===== src/rtl/rx_pkt_source.sv =====
module rx_pkt_source #(
  parameter int DW        = 16,
  parameter int PKT_BYTES = 512,
  parameter int LVL_W     = 12
) (
  input  logic             clk,
  input  logic             rst_n,
  input  logic [LVL_W-1:0] fifo_level,
  input  logic [DW-1:0]    fifo_rdata,
  input  logic             fifo_full,
  input  logic             smp_valid,
  input  logic [DW-1:0]    smp_i,
  input  logic [DW-1:0]    smp_q,
  input  logic             ovr_clr,
  input  logic             m_oe,
  input  logic             m_re,
  output logic             pkt_ready,
  output logic             fifo_rd,
  output logic [DW-1:0]    bus_data,
  output logic             fifo_wr,
  output logic [DW-1:0]    fifo_wdata,
  output logic             overrun
);
  localparam int PKT_WORDS = PKT_BYTES / (DW / 8);
  localparam int CW        = $clog2(PKT_WORDS + 1);

  logic [CW-1:0] wcnt;
  logic          in_pkt;
  logic          ph_i, ph_q;
  logic [DW-1:0] i_hold, q_hold;
  logic          take, reject;

  assign in_pkt   = wcnt < CW'(PKT_WORDS);
  assign fifo_rd  = m_re && in_pkt;
  assign bus_data = (m_oe && in_pkt) ? fifo_rdata : '0;

  always_ff @(posedge clk or negedge rst_n)
    if (!rst_n)       wcnt <= '0;
    else if (!m_re)   wcnt <= '0;
    else if (fifo_rd) wcnt <= wcnt + 1'b1;

  always_ff @(posedge clk or negedge rst_n)
    if (!rst_n) pkt_ready <= 1'b0;
    else        pkt_ready <= fifo_level >= LVL_W'(PKT_WORDS);

  assign reject = smp_valid && (fifo_full || ph_i);
  assign take   = smp_valid && !reject;

  always_ff @(posedge clk or negedge rst_n)
    if (!rst_n) begin
      ph_i   <= 1'b0;
      ph_q   <= 1'b0;
      i_hold <= '0;
      q_hold <= '0;
    end else begin
      ph_i <= take;
      ph_q <= ph_i;
      if (take) begin
        i_hold <= smp_i;
        q_hold <= smp_q;
      end
    end

  assign fifo_wr    = ph_i || ph_q;
  assign fifo_wdata = ph_i ? i_hold : q_hold;

  always_ff @(posedge clk or negedge rst_n)
    if (!rst_n)       overrun <= 1'b0;
    else if (reject)  overrun <= 1'b1;
    else if (ovr_clr) overrun <= 1'b0;
endmodule


===== config.mk =====
export PLATFORM = sky130hd
export DESIGN_NAME = rx_pkt_source
export DESIGN_NICKNAME = d
export VERILOG_FILES = /design/src/rtl/rx_pkt_source.sv
export SDC_FILE = /design/constraint.sdc
export NUM_CORES = 1
export LEC_CHECK = 0
export ABC_AREA = 1
export CAP_MARGIN = 5
export CORE_ASPECT_RATIO = 0.8
export CORE_MARGIN = 5
export CORE_UTILIZATION = 45
export DETAILED_ROUTE_END_ITERATION = 16
export DONT_BUFFER_PORTS = 1
export PLACE_DENSITY_LB_ADDON = 0.12
export SETUP_SLACK_MARGIN = 0.4
export SLEW_MARGIN = 30
export SYNTH_ARGS = -nofsm -noshare
export SYNTH_HDL_FRONTEND = slang
export SYNTH_SLANG_ARGS = --single-unit

===== constraint.sdc =====
create_clock -name clk -period 1.25 [get_ports clk]
set_input_delay 0.125 -clock clk [delete_from_list [all_inputs] [get_ports clk]]
set_output_delay 0.125 -clock clk [all_outputs]
set_load 0.02 [all_outputs]

==> results of run 1 <==
==> path summary, 6_finish.rpt <==
path	start	endpoint	slack, ns	depth (start not counted)
min in group clk	m_re	wcnt[2]	0.03	2
max	ph_i	fifo_wr	-0.1	2
min reg2reg	i_hold[2]	i_hold[2]	0.48	2
max in group asynchronous	rst_n	wcnt[8]	1.64	0
min	rst_n	q_hold[5]	-0.49	0
max reg2reg	ph_i	i_hold[13]	-0.06	7
==> power breakdown <==
part / internal [mW] / switching, mW / total, mW / leakage (nW)
logic: 0.600 / 0.707 / 1.31 / 1.23
registers: 1.66 / 0.213 / 1.88 / 0.562
clock network: 0.652 / 0.489 / 1.14 / 0.0585
==> critical path, delay by kind of cell, from the launching register on <==
kind          cells  cell delay [ns]
simple gates      1             0.26
buf+inv           1             0.18
flops             1             0.49
==> cell families (layout without fill, tap and decap cells) <==
| logic type | count (synthesis) | count (layout) | share of synthesized area [%] |
|---|---|---|---|
| simple gates | 192 | 193 | 35.4 |
| buf+inv | 38 | 112 | 8.64 |
| compound gates | 12 | 12 | 2.80 |
| fa+ha+maj | 1 | 1 | 0.584 |
| flops | 45 | 45 | 52.6 |
==> synthesized netlist by cell type <==
library cell	count
a21oi_1	5
buf_2	5
buf_4	3
buf_6	3
dfrtp_1	45
ha_1	1
inv_1	25
inv_2	1
inv_4	1
nand2_1	154
nand2_2	2
nand3_1	4
nand3_2	1
nand3b_1	1
nand4_1	1
nor2_1	23
nor2_2	3
nor3_1	1
nor3b_1	1
o21ai_0	7
or2_2	1
==> routing by layer <==
| layer | GRT usage [%] | wire length (microns) | vias up |
|---|---|---|---|
| li1 | - | - | 1016 |
| met1 | 28.9 | 2900 | 992 |
| met2 | 35.0 | 3410 | 65 |
| met3 | 4.83 | 382 | 8 |
| met4 | 4.60 | 69 | 0 |
| met5 | 0 | 0 | - |
==> registers in the layout, indices dropped and copies added (netlist names) <==
name,cells
i_hold,16
q_hold,16
wcnt,9
overrun,1
ph_i,1
ph_q,1
pkt_ready,1
==> cell usage in the layout (no fill, tap or decap), types with 3 or more instances in the layout <==
cell type / count
o21ai_1: 4
dfrtp_1: 41
a21oi_2: 3
nand3_2: 3
buf_4: 6
buf_8: 3
buf_6: 19
clkbuf_8: 6
nor2_4: 21
nand2_1: 108
nand2_2: 12
inv_1: 23
dfrtp_2: 4
nor2_1: 3
inv_8: 4
dlygate4sd3_1: 40
nand2_4: 35
==> repair_timing <==
action,4_1_cts,5_1_grt
setup buffers,15,1
endpoints found under the hold margin,87,45
setup endpoints to repair,79,80
resized for setup,63,44
cloned,8,0
pin swaps,18,17
==> layout make-up <==
type,count,area (sq um)
clock buffers,7,86.3
well taps,60,75.1
repair inverters,5,51.3
clock inverters,1,30.0
flip-flops and latches,45,1130
inverters,27,119
multi-input cells,206,1390
fillers,275,920
repair buffers,72,797
==> summary.txt, run 1 <==
cell accounting for the most synthesized area = dfrtp_1
status = finished, violations left
Pleak = 1.85 nW
Layout Skew = 0.0101 ns
mean post-synth cell area = 7.44 sq um
First DRT Iteration DRCs = 115
#FFs+latches synth = 45
Setup CP Type = register to output port
largest net degree at the start of global routing = 46
final slew viol count = 0
WP data arrival = 1.22 ns
Initial Utilization = 46.6%
Post-DP Area = 0.00256 sq mm
Critical Path End Type = output port
Die Area = 0.00625 sq mm
# hold bufs at CTS = 40
dpl cells = 351
worst hold margin = -0.490 ns
antenna-violating nets left = 0
Worst IR Drop VDD = 0.851 mV
top cell type's share of synthesized area = 52.6%
# setup viols final = 65
first-pass GRT wire length = 10,100 microns
CTS H-tree depth = 2
sequential area share after synthesis = 52.6%
Netlist cell types = 21
router iterations before antenna repair = 4
IO buf count = 0
Core Box Area = 0.00460 sq mm
fin crit period = 1.35 ns
Rel. slew slack = 78.4%
fin nets = 430
Die Y = 71.7 microns
CTS buffer count = 5
largest cells by area after synthesis = dfrtp_1 53%, nand2_1 27%, inv_1 4.4%, nor2_1 4.0%, o21ai_0 1.6%
Startpoint Class = register
CTS tree = yes
DRC viols = 0
share of post-route cells with drive strength above 1 = 38.0%
routed wire length = 6770 microns
TNS Setup = -2.48 ns
CTS root buf = clkbuf_8
max-cap violations = 0
Rows = 22
total gr overflow = 0
violated checks = negative hold slack, negative setup slack
Final GP Congestion = 0.703
Mapped Area = 0.00214 sq mm
Non-Filler Instances = 423
Finished Cell Area = 0.00368 sq mm
Die Wd = 87.1 microns
vias per cell = 4.92
HPWL Detailed = 3530 microns
Place WS = 0.0808 ns
Layout Utilization = 80.0%
Slew @ Worst Pin = 0.322 ns
initial antenna violation count = 0
Fmax = 743 MHz
All-Layer GR Usage = 21.3%
pwr dens = 1180 mW/mm^2
path type of the worst min-delay path = primary input to asynchronous set/reset pin
Final Hold Viols = 45
Ys Warns = 0
Syn Nets = 356
worst-path fanout max = 7
Final period util = 108%
RSZ-0062 raised after global routing = true
CP max-delay cell = dfrtp_2
Pwr Total = 4.32 mW
Max clock buf depth = 2
routed vias = 2,081
Area Growth Syn to Fin = 71.7%
vias in the first global route = 2,052
worst skew pair latency = 0.30 ns
Routed wire per std cell = 16.0 microns
maximum cell stage delay along the critical path = 0.49 ns
cells after synthesis = 288
CTS Sinks = 45
Reg clk slew, reported paths = 0.09 ns
worst endpoint required time = 1.12 ns
I/O pins = 103
CP Cell Sequence = buf_8 -> or2_4
diode count = 0
Final WS setup = -0.0953 ns
(Power assumes the default switching activity.)
==> run 2, diff against run 1 <==
CORE_UTILIZATION = 48   (was 45)
SETUP_SLACK_MARGIN = 0.1   (was 0.4)
==> run 2 against run 1 <==
The run still ends with negative hold slack, negative setup slack left. Worst setup slack lost 0.0064 ns. Fmax shrank 0.47%. Die area shrank 5.5%. Critical path depth grew 2. Sequential power shrank 3%. Via count shrank 0.48%.
==> summary.txt, run 2 (synthesis results as in run 1) <==
worst endpoint required time = 1.12 ns
CTS H-tree depth = 2
WL met3 = 350 microns
Worst R2R Path Depth = 7
Non-Filler Instances = 421
fin crit period = 1.35 ns
Layout Utilization = 80.7%
Rel. slew slack = 79.3%
Largest regs = i_hold (16), q_hold (16), wcnt (9)
maximum cell stage delay along the critical path = 0.43 ns
First DRT Iteration DRCs = 136
Core Box Area = 0.00426 sq mm
Slew @ Worst Pin = 0.309 ns
first-pass GRT wire length = 9010 microns
RSZ-0062 raised after global routing = true
TNS Setup = -2.67 ns
Area Growth Syn to Fin = 60.4%
final slew viol count = 0
end of the worst register-to-register path = q_hold[12]
Worst IR Drop VDD = 0.971 mV
Top Metal Used = met4
Reg clk slew, reported paths = 0.09 ns
All-Layer GR Usage = 18.9%
CTS buffer count = 5
most frequent cells in the layout = 123 x nand2_1, 44 x dfrtp_1, 41 x dlygate4sd3_1
Routed wire per std cell = 16.2 microns
Layout Skew = 0.0135 ns
Final period util = 108%
HPWL Detailed = 3490 microns
worst-path fanout max = 8
largest net degree at the start of global routing = 46
Final WS setup = -0.102 ns
vias in the first global route = 1,930
path type of the worst min-delay path = primary input to asynchronous set/reset pin
CP max-delay cell = dfrtp_1
Buf+Inv Stages, Crit Path = 2
CP Cell Sequence = clkinv_4 -> nand2_8 -> nor2_2 -> buf_6
# setup viols final = 52
leading cell type in the layout, fill and taps excluded = nand2_1
Final Hold Viols = 45
max-cap violations = 0
dpl cells = 363
vias per cell = 4.92
met2 wire len = 3440 microns
routed vias = 2,071
Startpoint Class = register
WP data arrival = 1.23 ns
Setup CP Type = register to output port
Pleak = 1.70 nW
CTS root buf = clkbuf_8
Fmax = 740 MHz
status = finished, violations left
Rows = 21
DRC viols = 0
initial antenna violation count = 0
router iterations before antenna repair = 4
diode count = 0
worst skew pair latency = 0.31 ns
Die Y = 69.8 microns
I/O pins = 103
share of post-route cells with drive strength above 1 = 30.8%
pwr dens = 1130 mW/mm^2
critical path's top delay family = flip-flops
worst hold margin = -0.498 ns
fin nets = 431
routed wire length = 6810 microns
violated checks = negative hold slack, negative setup slack
Final GP Congestion = 0.778
Worst R2R Start = ph_i
Critical Path End Type = output port
antenna-violating nets left = 0
CTS tree = yes
Die Area = 0.00591 sq mm
Initial Utilization = 50.3%
Die Wd = 84.7 microns
IO buf count = 0
Metal-1 WL = 2960 microns
CTS Sinks = 45
Max clock buf depth = 2
Pwr Total = 3.88 mW
flop-to-flop setup slack = -0.03 ns
total gr overflow = 0
==> run 2: worst max-delay path by stage <==
stage / startpoint / to / slack [ns] / cells past startpoint
2_1_floorplan: wcnt[8] / bus_data[10] / 0.07 / 4
3_3_place_gp: wcnt[8] / bus_data[6] / 0.03 / 4
3_5_place_dp: wcnt[8] / bus_data[0] / 0.006 / 4
4_1_cts: ph_i / fifo_wdata[12] / -0.06 / 4
5_1_grt: ph_i / fifo_wdata[0] / -0.14 / 4
6_report: wcnt[8] / bus_data[3] / -0.10 / 4
==> run 2: stage by stage <==
step	worst slack, ns	cell area [sq um]
3_5_place_dp	0.00603	2370
2_1_floorplan	0.0668	2140
4_1_cts	-0.0629	3070
5_1_grt	-0.138	3440
6_report	-0.102	3440
3_3_place_gp	0.0258	2370
==> run 2: routing by layer <==
metal / up-vias / GRT usage (%)
li1: 1010 / -
met2: 69 / 30.1
met4: 0 / 5.80
met1: 983 / 24.7
met5: - / 0
met3: 9 / 5.58
==> run 2: final cells by class <==
cell class                 count  area, sq um
tap                           57         71.3
clock buffer                   5         68.8
fill                         250          821
multi-input combinational    206         1180
timing repair buffer          78          853
clock inverter                 3         17.5
sequential                    45         1130
inverter                      27          114
==> run 2: repair_timing <==
action,CTS,global route
resized for setup,51,76
endpoints found under the setup margin,51,73
endpoints found under the hold margin,88,46
pin swaps,12,22
hold buffers,41,2
setup buffers,5,1
gates cloned,0,4
==> run 2: where the power goes <==
| part | internal, mW | switching [mW] |
|---|---|---|
| combinational | 0.516 | 0.633 |
| sequential | 1.66 | 0.166 |
| clock | 0.386 | 0.514 |
| total | 2.56 | 1.31 |
